--- src/rtl/spim_pkg.sv ---
package spim_pkg;
    // control/status bit positions (software decodes these)
    localparam int ST_RX_FULL  = 20;
    localparam int ST_RX_HIGH  = 19;
    localparam int ST_TX_ROOM  = 18;
    localparam int ST_RX_AVAIL = 17;
    localparam int ST_DONE     = 16;
    localparam int CF_IE_HIGH  = 10;
    localparam int CF_IE_DONE  = 9;
    localparam int CF_ACTIVE   = 7;
    localparam int CF_CLR_RX   = 5;
    localparam int CF_CLR_TX   = 4;

    localparam logic [31:0] RO_MASK   = 32'h001F_0000;
    localparam logic [31:0] CLR_MASK  = 32'h0000_0030;
    localparam logic [31:0] CTRL_RST  = 32'h0000_1000;
    localparam logic [3:0]  HOLD_RST  = 4'h1;
    localparam logic [31:0] THR_RST   = 32'h3020_1020;

    // word index of each register
    localparam logic [2:0] REG_CTRL = 3'd0;
    localparam logic [2:0] REG_DATA = 3'd1;
    localparam logic [2:0] REG_DIV  = 3'd2;
    localparam logic [2:0] REG_LEN  = 3'd3;
    localparam logic [2:0] REG_HOLD = 3'd4;
    localparam logic [2:0] REG_THR  = 3'd5;

    typedef enum logic [1:0] {
        ENG_IDLE,
        ENG_SETUP,
        ENG_HOLD,
        ENG_PUSH
    } eng_state_t;
endpackage

--- src/rtl/spim_fifo.sv ---
module spim_fifo #(
    parameter int DEPTH = 64,
    parameter int WIDTH = 8,
    localparam int CW = $clog2(DEPTH + 1),
    localparam int PW = (DEPTH > 1) ? $clog2(DEPTH) : 1
) (
    input  logic             clk,
    input  logic             rst_n,
    input  logic             clr,
    input  logic             push,
    input  logic [WIDTH-1:0] wdata,
    input  logic             pop,
    output logic [WIDTH-1:0] rdata,
    output logic [CW-1:0]    count
);
    localparam logic [CW-1:0] FULL_CNT = CW'(DEPTH);
    localparam logic [PW-1:0] LAST_PTR = PW'(DEPTH - 1);

    logic [WIDTH-1:0] mem [DEPTH];
    logic [PW-1:0]    wr_ptr, rd_ptr;
    logic             do_push, do_pop;

    assign do_push = push && (count != FULL_CNT);
    assign do_pop  = pop && (count != '0);
    assign rdata   = mem[rd_ptr];

    always_ff @(posedge clk or negedge rst_n) begin
        if (!rst_n) begin
            wr_ptr <= '0;
            rd_ptr <= '0;
            count  <= '0;
        end else if (clr) begin
            wr_ptr <= '0;
            rd_ptr <= '0;
            count  <= '0;
        end else begin
            if (do_push) wr_ptr <= (wr_ptr == LAST_PTR) ? '0 : wr_ptr + 1'b1;
            if (do_pop)  rd_ptr <= (rd_ptr == LAST_PTR) ? '0 : rd_ptr + 1'b1;
            unique case ({do_push, do_pop})
                2'b10:   count <= count + 1'b1;
                2'b01:   count <= count - 1'b1;
                default: count <= count;
            endcase
        end
    end

    always_ff @(posedge clk) begin
        if (do_push && !clr) mem[wr_ptr] <= wdata;
    end


    fifo_flush_chk: assert property (@(posedge clk) disable iff (!rst_n)
        clr |=> (count == '0));


    fifo_empty_pop_chk: assert property (@(posedge clk) disable iff (!rst_n)
        (pop && count == '0 && !push && !clr) |=> (count == '0));
endmodule

--- src/rtl/spim_shifter.sv ---
module spim_shifter
    import spim_pkg::*;
#(
    parameter int DIV_W = 16,
    localparam int TW = DIV_W + 1
) (
    input  logic             clk,
    input  logic             rst_n,
    input  logic             start,
    input  logic [7:0]       tx_byte,
    input  logic [DIV_W-1:0] divider,
    input  logic             miso,
    output logic             pop_tx,
    output logic             rx_push,
    output logic [7:0]       rx_byte,
    output logic             busy,
    output logic             sclk,
    output logic             mosi
);
    eng_state_t state, nxt;
    logic [TW-1:0] timer, half;
    logic [2:0]    bitn;
    logic [7:0]    shreg;
    logic          samp;
    logic          tick;

    assign half = (divider == '0) ? (TW'(1) << DIV_W) : {1'b0, divider};
    assign tick = (timer == TW'(1));

    // next-state logic
    always_comb begin
        nxt = state;
        unique case (state)
            ENG_IDLE:  if (start) nxt = ENG_SETUP;
            ENG_SETUP: if (tick)  nxt = ENG_HOLD;
            ENG_HOLD:  if (tick)  nxt = (bitn == 3'd0) ? ENG_PUSH : ENG_SETUP;
            ENG_PUSH:  nxt = ENG_IDLE;
            default:   nxt = ENG_IDLE;
        endcase
    end

    // state register
    always_ff @(posedge clk or negedge rst_n) begin
        if (!rst_n) state <= ENG_IDLE;
        else        state <= nxt;
    end

    // datapath registers
    always_ff @(posedge clk or negedge rst_n) begin
        if (!rst_n) begin
            timer <= '0;
            bitn  <= '0;
            shreg <= '0;
            samp  <= 1'b0;
        end else begin
            unique case (state)
                ENG_IDLE: if (start) begin
                    shreg <= tx_byte;
                    bitn  <= 3'd7;
                    timer <= half;
                end
                ENG_SETUP: if (tick) begin
                    samp  <= miso;
                    timer <= half;
                end else begin
                    timer <= timer - 1'b1;
                end
                ENG_HOLD: if (tick) begin
                    shreg <= {shreg[6:0], samp};
                    timer <= half;
                    bitn  <= bitn - 1'b1;
                end else begin
                    timer <= timer - 1'b1;
                end
                ENG_PUSH: timer <= '0;
                default:  timer <= '0;
            endcase
        end
    end

    // outputs
    always_comb begin
        sclk    = (state == ENG_HOLD);
        mosi    = shreg[7];
        busy    = (state != ENG_IDLE);
        pop_tx  = (state == ENG_IDLE) && start;
        rx_push = (state == ENG_PUSH);
        rx_byte = shreg;
    end


    mosi_hold_chk: assert property (@(posedge clk) disable iff (!rst_n)
        (state == ENG_HOLD && $past(state) == ENG_HOLD) |-> $stable(mosi));


    push_after_high_chk: assert property (@(posedge clk) disable iff (!rst_n)
        rx_push |-> ($past(state) == ENG_HOLD));
endmodule

--- src/rtl/spi_master_regs.sv ---
module spi_master_regs
    import spim_pkg::*;
#(
    parameter int FIFO_DEPTH = 64,
    parameter int DIV_W      = 16,
    parameter int ADDR_W     = 5
) (
    input  logic              clk,
    input  logic              rst_n,
    input  logic [ADDR_W-1:0] bus_addr,
    input  logic              bus_wr,
    input  logic [31:0]       bus_wdata,
    input  logic              bus_rd,
    output logic [31:0]       bus_rdata,
    output logic              irq,
    output logic              sclk,
    output logic              mosi,
    input  logic              miso,
    output logic              cs_n
);
    localparam int CW        = $clog2(FIFO_DEPTH + 1);
    localparam int HIGH_MARK = (FIFO_DEPTH * 3) / 4;
    localparam logic [CW-1:0] FULL_CNT = CW'(FIFO_DEPTH);
    localparam logic [CW-1:0] HIGH_CNT = CW'(HIGH_MARK);

    logic [31:0]      ctrl_q;
    logic [DIV_W-1:0] div_q;
    logic [15:0]      len_q;
    logic [3:0]       hold_q;
    logic [31:0]      thr_q;

    logic [2:0]    idx;
    logic          aligned, in_map;
    logic          wr_ctrl, wr_data, rd_data;
    logic          ta, clr_rx, clr_tx;
    logic          tx_push, rx_pop;
    logic [CW-1:0] tx_cnt, rx_cnt;
    logic [7:0]    tx_head, rx_head, eng_rx_byte;
    logic          eng_pop, eng_push, eng_busy, eng_start;
    logic          f_rx_full, f_rx_high, f_tx_room, f_rx_avail, f_done;

    assign idx     = bus_addr[ADDR_W-1:2];
    assign aligned = (bus_addr[1:0] == 2'b00);
    assign in_map  = aligned && (idx <= REG_THR);
    assign wr_ctrl = bus_wr && in_map && (idx == REG_CTRL);
    assign wr_data = bus_wr && in_map && (idx == REG_DATA);
    assign rd_data = bus_rd && in_map && (idx == REG_DATA);

    assign ta      = ctrl_q[CF_ACTIVE];
    assign clr_rx  = wr_ctrl && bus_wdata[CF_CLR_RX];
    assign clr_tx  = wr_ctrl && bus_wdata[CF_CLR_TX];
    assign tx_push = wr_data && ta && (tx_cnt != FULL_CNT);
    assign rx_pop  = rd_data && (rx_cnt != '0);

    always_ff @(posedge clk or negedge rst_n) begin
        if (!rst_n) begin
            ctrl_q <= CTRL_RST;
            div_q  <= '0;
            len_q  <= '0;
            hold_q <= HOLD_RST;
            thr_q  <= THR_RST;
        end else if (bus_wr && in_map) begin
            unique case (idx)
                REG_CTRL: ctrl_q <= bus_wdata & ~(RO_MASK | CLR_MASK);
                REG_DIV:  div_q  <= bus_wdata[DIV_W-1:0];
                REG_LEN:  len_q  <= bus_wdata[15:0];
                REG_HOLD: hold_q <= bus_wdata[3:0];
                REG_THR:  thr_q  <= bus_wdata;
                default:  ;
            endcase
        end
    end

    spim_fifo #(.DEPTH(FIFO_DEPTH), .WIDTH(8)) u_txq (
        .clk(clk), .rst_n(rst_n), .clr(clr_tx),
        .push(tx_push), .wdata(bus_wdata[7:0]),
        .pop(eng_pop), .rdata(tx_head), .count(tx_cnt)
    );

    spim_fifo #(.DEPTH(FIFO_DEPTH), .WIDTH(8)) u_rxq (
        .clk(clk), .rst_n(rst_n), .clr(clr_rx),
        .push(eng_push), .wdata(eng_rx_byte),
        .pop(rx_pop), .rdata(rx_head), .count(rx_cnt)
    );

    assign eng_start = ta && (tx_cnt != '0) && (rx_cnt != FULL_CNT);

    spim_shifter #(.DIV_W(DIV_W)) u_eng (
        .clk(clk), .rst_n(rst_n), .start(eng_start), .tx_byte(tx_head),
        .divider(div_q), .miso(miso), .pop_tx(eng_pop), .rx_push(eng_push),
        .rx_byte(eng_rx_byte), .busy(eng_busy), .sclk(sclk), .mosi(mosi)
    );

    // status flags, recomputed from occupancy every cycle
    always_comb begin
        f_rx_full  = (rx_cnt == FULL_CNT);
        f_rx_high  = ta && (rx_cnt >= HIGH_CNT);
        f_tx_room  = (tx_cnt != FULL_CNT);
        f_rx_avail = (rx_cnt != '0);
        f_done     = ta && (tx_cnt == '0) && !eng_busy;
    end

    assign irq  = (ctrl_q[CF_IE_DONE] && f_done) || (ctrl_q[CF_IE_HIGH] && f_rx_high);
    assign cs_n = !(ta || eng_busy);

    always_comb begin
        bus_rdata = '0;
        if (in_map) begin
            unique case (idx)
                REG_CTRL: begin
                    bus_rdata              = ctrl_q;
                    bus_rdata[ST_RX_FULL]  = f_rx_full;
                    bus_rdata[ST_RX_HIGH]  = f_rx_high;
                    bus_rdata[ST_TX_ROOM]  = f_tx_room;
                    bus_rdata[ST_RX_AVAIL] = f_rx_avail;
                    bus_rdata[ST_DONE]     = f_done;
                end
                REG_DATA: bus_rdata = f_rx_avail ? {24'b0, rx_head} : 32'b0;
                REG_DIV:  bus_rdata = 32'(div_q);
                REG_LEN:  bus_rdata = {16'b0, len_q};
                REG_HOLD: bus_rdata = {28'b0, hold_q};
                REG_THR:  bus_rdata = thr_q;
                default:  bus_rdata = '0;
            endcase
        end
    end


    sclk_select_chk: assert property (@(posedge clk) disable iff (!rst_n)
        sclk |-> !cs_n);


    idle_write_chk: assert property (@(posedge clk) disable iff (!rst_n)
        (wr_data && !ta && !clr_tx) |=> $stable(tx_cnt));


    rx_room_chk: assert property (@(posedge clk) disable iff (!rst_n)
        eng_push |-> (rx_cnt != FULL_CNT));
endmodule

--- config.mk ---
export PLATFORM = sky130hd
export DESIGN_NAME = spi_master_regs
export DESIGN_NICKNAME = d
export VERILOG_FILES = /design/src/rtl/spim_pkg.sv /design/src/rtl/spim_fifo.sv /design/src/rtl/spim_shifter.sv /design/src/rtl/spi_master_regs.sv
export SDC_FILE = /design/constraint.sdc
export NUM_CORES = 2
export LEC_CHECK = 0
export BUFFER_PORTS_ARGS = -buffer_cell sky130_fd_sc_hd__buf_2
export CORE_ASPECT_RATIO = 0.5
export CORE_MARGIN = 3
export CORE_UTILIZATION = 44
export DETAILED_ROUTE_END_ITERATION = 8
export GPL_TIMING_DRIVEN = 1
export PLACE_DENSITY_LB_ADDON = 0.25
export SETUP_SLACK_MARGIN = 0.1
export SYNTH_ARGS = -nofsm -noshare
export SYNTH_HDL_FRONTEND = slang
export SYNTH_SLANG_ARGS = --single-unit
--- constraint.sdc ---
create_clock -name clk -period 4.8 [get_ports clk]
set_input_delay 0.24 -clock clk [delete_from_list [all_inputs] [get_ports clk]]
set_output_delay 0.24 -clock clk [all_outputs]
set_load 0.05 [all_outputs]
==> impl_metrics.env <==
export IMPL_endpoint_kind="output port"
export IMPL_n_antenna_cell=0
export IMPL_worstMarginPinSlew_ns=1.27
export IMPL_syn_area_per_cell_um2=17.3
export IMPL_ys_warn_count=0
export IMPL_clk_path_buf_depth=3
export IMPL_top_level_ports=78
export IMPL_p_per_area_nw_per_um2=513
export IMPL_insertion_delay_ns=0.70
export IMPL_fin_hold_ws_ns=0.0880
export IMPL_period_minus_slack_ns=4.12
export IMPL_grt_overflow_total=0
export IMPL_synth_cells=2791
export IMPL_dp_cells=4200
export IMPL_hold_viol_final=0
export IMPL_layoutNonFillerInstCount=4417
export IMPL_worstPathArrival_ns=3.88
export IMPL_maxSlewViolCount=0
export IMPL_cp_required_ns=4.56
export IMPL_synth_edff_count=1024
export IMPL_dr_pass1_iters=5
export IMPL_grt_pass1_wl_mm=172
export IMPL_portBuffers=77
export IMPL_ant_nets=0
export IMPL_crit_fanout=15
export IMPL_setup_tns_final_ns=0
export IMPL_die_width_um=474
export IMPL_grt_pass1_vias=26200
export IMPL_grt_use_total_pct=20.2
export IMPL_cts_tree="built"
export IMPL_skew_ns=0.0275
export IMPL_r2r_slack_ns=1.31
export IMPL_rsz0062_at_grt="false"
export IMPL_ys_types=73
export IMPL_synth_main_ff_cell="edfxtp_1"
export IMPL_async_reset_ff_share_pct=13.7
export IMPL_die_area_um2=114000
export IMPL_totalWireLength_mm=114
export IMPL_start_util_pct=44.6
export IMPL_num_rows=85
export IMPL_post_cts_buffers=0
export IMPL_fmax_ghz=0.243
export IMPL_final_cell_mix="1024 x edfxtp_1, 250 x nor2_1, 194 x mux4_2"
export IMPL_hold_path_class="in2reg"
export IMPL_grt_max_degree=78
export IMPL_wl_per_cell_um=25.9
export IMPL_period_share_pct=85.8
export IMPL_dr_total_vias=26000
export IMPL_synth_top_area_cell="edfxtp_1"
export IMPL_layout_nets=2957
export IMPL_first_iter_violations=2865
export IMPL_cts_reportedPaths_clkPinSlew_ns=0.07
export IMPL_gp_congestion=0.849
export IMPL_cts_htree_levels=3
export IMPL_ys_ff_latch=1186
export IMPL_drv_cap=0
export IMPL_clock_sinks=1186
export IMPL_setup_violations=0
export IMPL_leakage_nw=17.7
export IMPL_drive_above_1_share_pct=20.7
export IMPL_drc=0
export IMPL_critPathLaunchType="flip-flop"
export IMPL_path_class="reg2out"
export IMPL_clock_root_buffer="clkbuf_16"
export IMPL_via_per_inst=5.89
export IMPL_layout_commonest_cell="edfxtp_1"
export IMPL_ir_worst_vdd_mv=0.292
export IMPL_cts_made_buffers=105
export IMPL_antenna_found_initial=1
export IMPL_core_um2=108000
export IMPL_relSlewSlack_pct=15.4
export IMPL_die_h_um=240
export IMPL_syn_cell_area_um2=48200
export IMPL_status="complete, no violations"
export IMPL_finalPower_mw=27.7
export IMPL_synth_top_area_share_pct=63.8
export IMPL_yosysSeqAreaShare_pct=72.3
export IMPL_synth_area_leaders="edfxtp_1 64%, mux4_2 9.1%, dfrtp_1 8.1%"
export IMPL_synth_fp_nets=2850
export IMPL_fillers=8856
export IMPL_hpwl_mm=69.8
export IMPL_area_growth_pct=12.1
==> path summary, 6_finish.rpt <==
path	start	end	cells past startpoint
max	u_rxq.rd_ptr[0]	bus_rdata[6]	6
max reg2reg	u_txq.count[1]	u_txq.count[6]	12
max in group asynchronous	rst_n	u_eng.rx_byte[5]	3
min reg2reg	thr_q[25]	thr_q[25]	1
min	bus_wdata[1]	u_txq.mem[50][1]	1
min in group asynchronous	rst_n	u_eng.state[0]	2
==> report_power, final <==
group / switching, mW / total [mW] / internal, mW
Combinational: 3.72 / 6.17 / 2.44
Clock: 3.72 / 8.60 / 4.88
Sequential: 0.741 / 12.9 / 12.2
==> flip-flops by register name, summed over array words and instances, names as in the netlist <==
register	flops
len_q	16
div_q	16
thr_q	32
u_eng.state	2
u_eng.timer	17
ctrl_q	25
u_eng.bitn	3
u_eng.samp	1
u_rxq.count	7
u_rxq.mem	512
u_txq.rd_ptr	6
u_rxq.rd_ptr	6
hold_q	4
u_eng.rx_byte	8
u_rxq.wr_ptr	6
u_txq.wr_ptr	6
u_txq.mem	512
u_txq.count	7
==> layer usage <==
layer	share of wire [%]	up-vias	global-route usage, %
li1	-	11300	-
met2	47	901	31.7
met1	44	13600	29.8
met3	6.7	163	2.90
met4	2.2	0	5.62
met5	0	-	0
==> worst max-delay path, cell delays in order (launching register included) <==
cell	delay, ns
dfrtp_4	0.63
buf_4	0.35
mux4_2	0.57
a22o_1	0.28
a221oi_1	0.63
o221ai_1	0.38
buf_2	0.31
==> kinds of logic (layout without fill, tap and decap cells) <==
| group | Yosys count | after routing | share of synthesized area [%] |
|---|---|---|---|
| buffers and inverters | 178 | 369 | 1.51 |
| DFF | 1186 | 1186 | 72.3 |
| adders and majority gates | 17 | 17 | 0.441 |
| AOI/OAI and AO/OA | 347 | 347 | 4.95 |
| xor gates and xnor gates | 18 | 18 | 0.327 |
| muxes | 450 | 450 | 14.7 |
| and+or+nand+nor | 595 | 595 | 5.85 |
==> cell usage after synthesis, drive strengths merged (7+ instances only) <==
cell / number
a211oi: 7
a21oi: 76
a221oi: 29
a22o: 25
a22oi: 87
a31oi: 11
and2: 10
and3: 9
buf: 54
clkbuf: 108
dfrtp: 155
dfstp: 7
edfxtp: 1024
ha: 17
inv: 16
mux2: 103
mux2i: 153
mux4: 194
nand2: 101
nand3: 75
nand3b: 14
nand4: 19
nor2: 253
nor2b: 13
nor3: 42
nor4: 19
o21ai: 47
o22ai: 25
or3: 13
xnor2: 7
xor2: 11
==> final cells by class <==
| type | instances | area (µm²) | share of cell area, % |
|---|---|---|---|
| Clock buffer | 130 | 2840 | 5.25 |
| Clock inverter | 61 | 628 | 1.16 |
| Inverter | 16 | 60.1 | 0.111 |
| Multi-Input combinational cell | 1427 | 12700 | 23.5 |
| Sequential cell | 1186 | 34800 | 64.5 |
| Tap cell | 1435 | 1800 | 3.32 |
| Timing Repair Buffer | 162 | 1190 | 2.21 |
==> repair_timing <==
action | CTS | global route
hold buffers | 26 | 0
hold endpoints to repair | 135 | 0
resized for setup | 0 | 0
==> stage by stage <==
stage | worst slack, ns | utilization (%) | cell area, µm²
after floorplan | 1.70 | - | 48200
after global placement | 0.868 | 46.6 | 50300
after detailed placement | 0.758 | 46.6 | 50300
after CTS | 0.650 | 50.0 | 54000
after global routing | 0.545 | 50.0 | 54000
final | 0.684 | 50.0 | 54000
(Power assumes the default switching activity.)
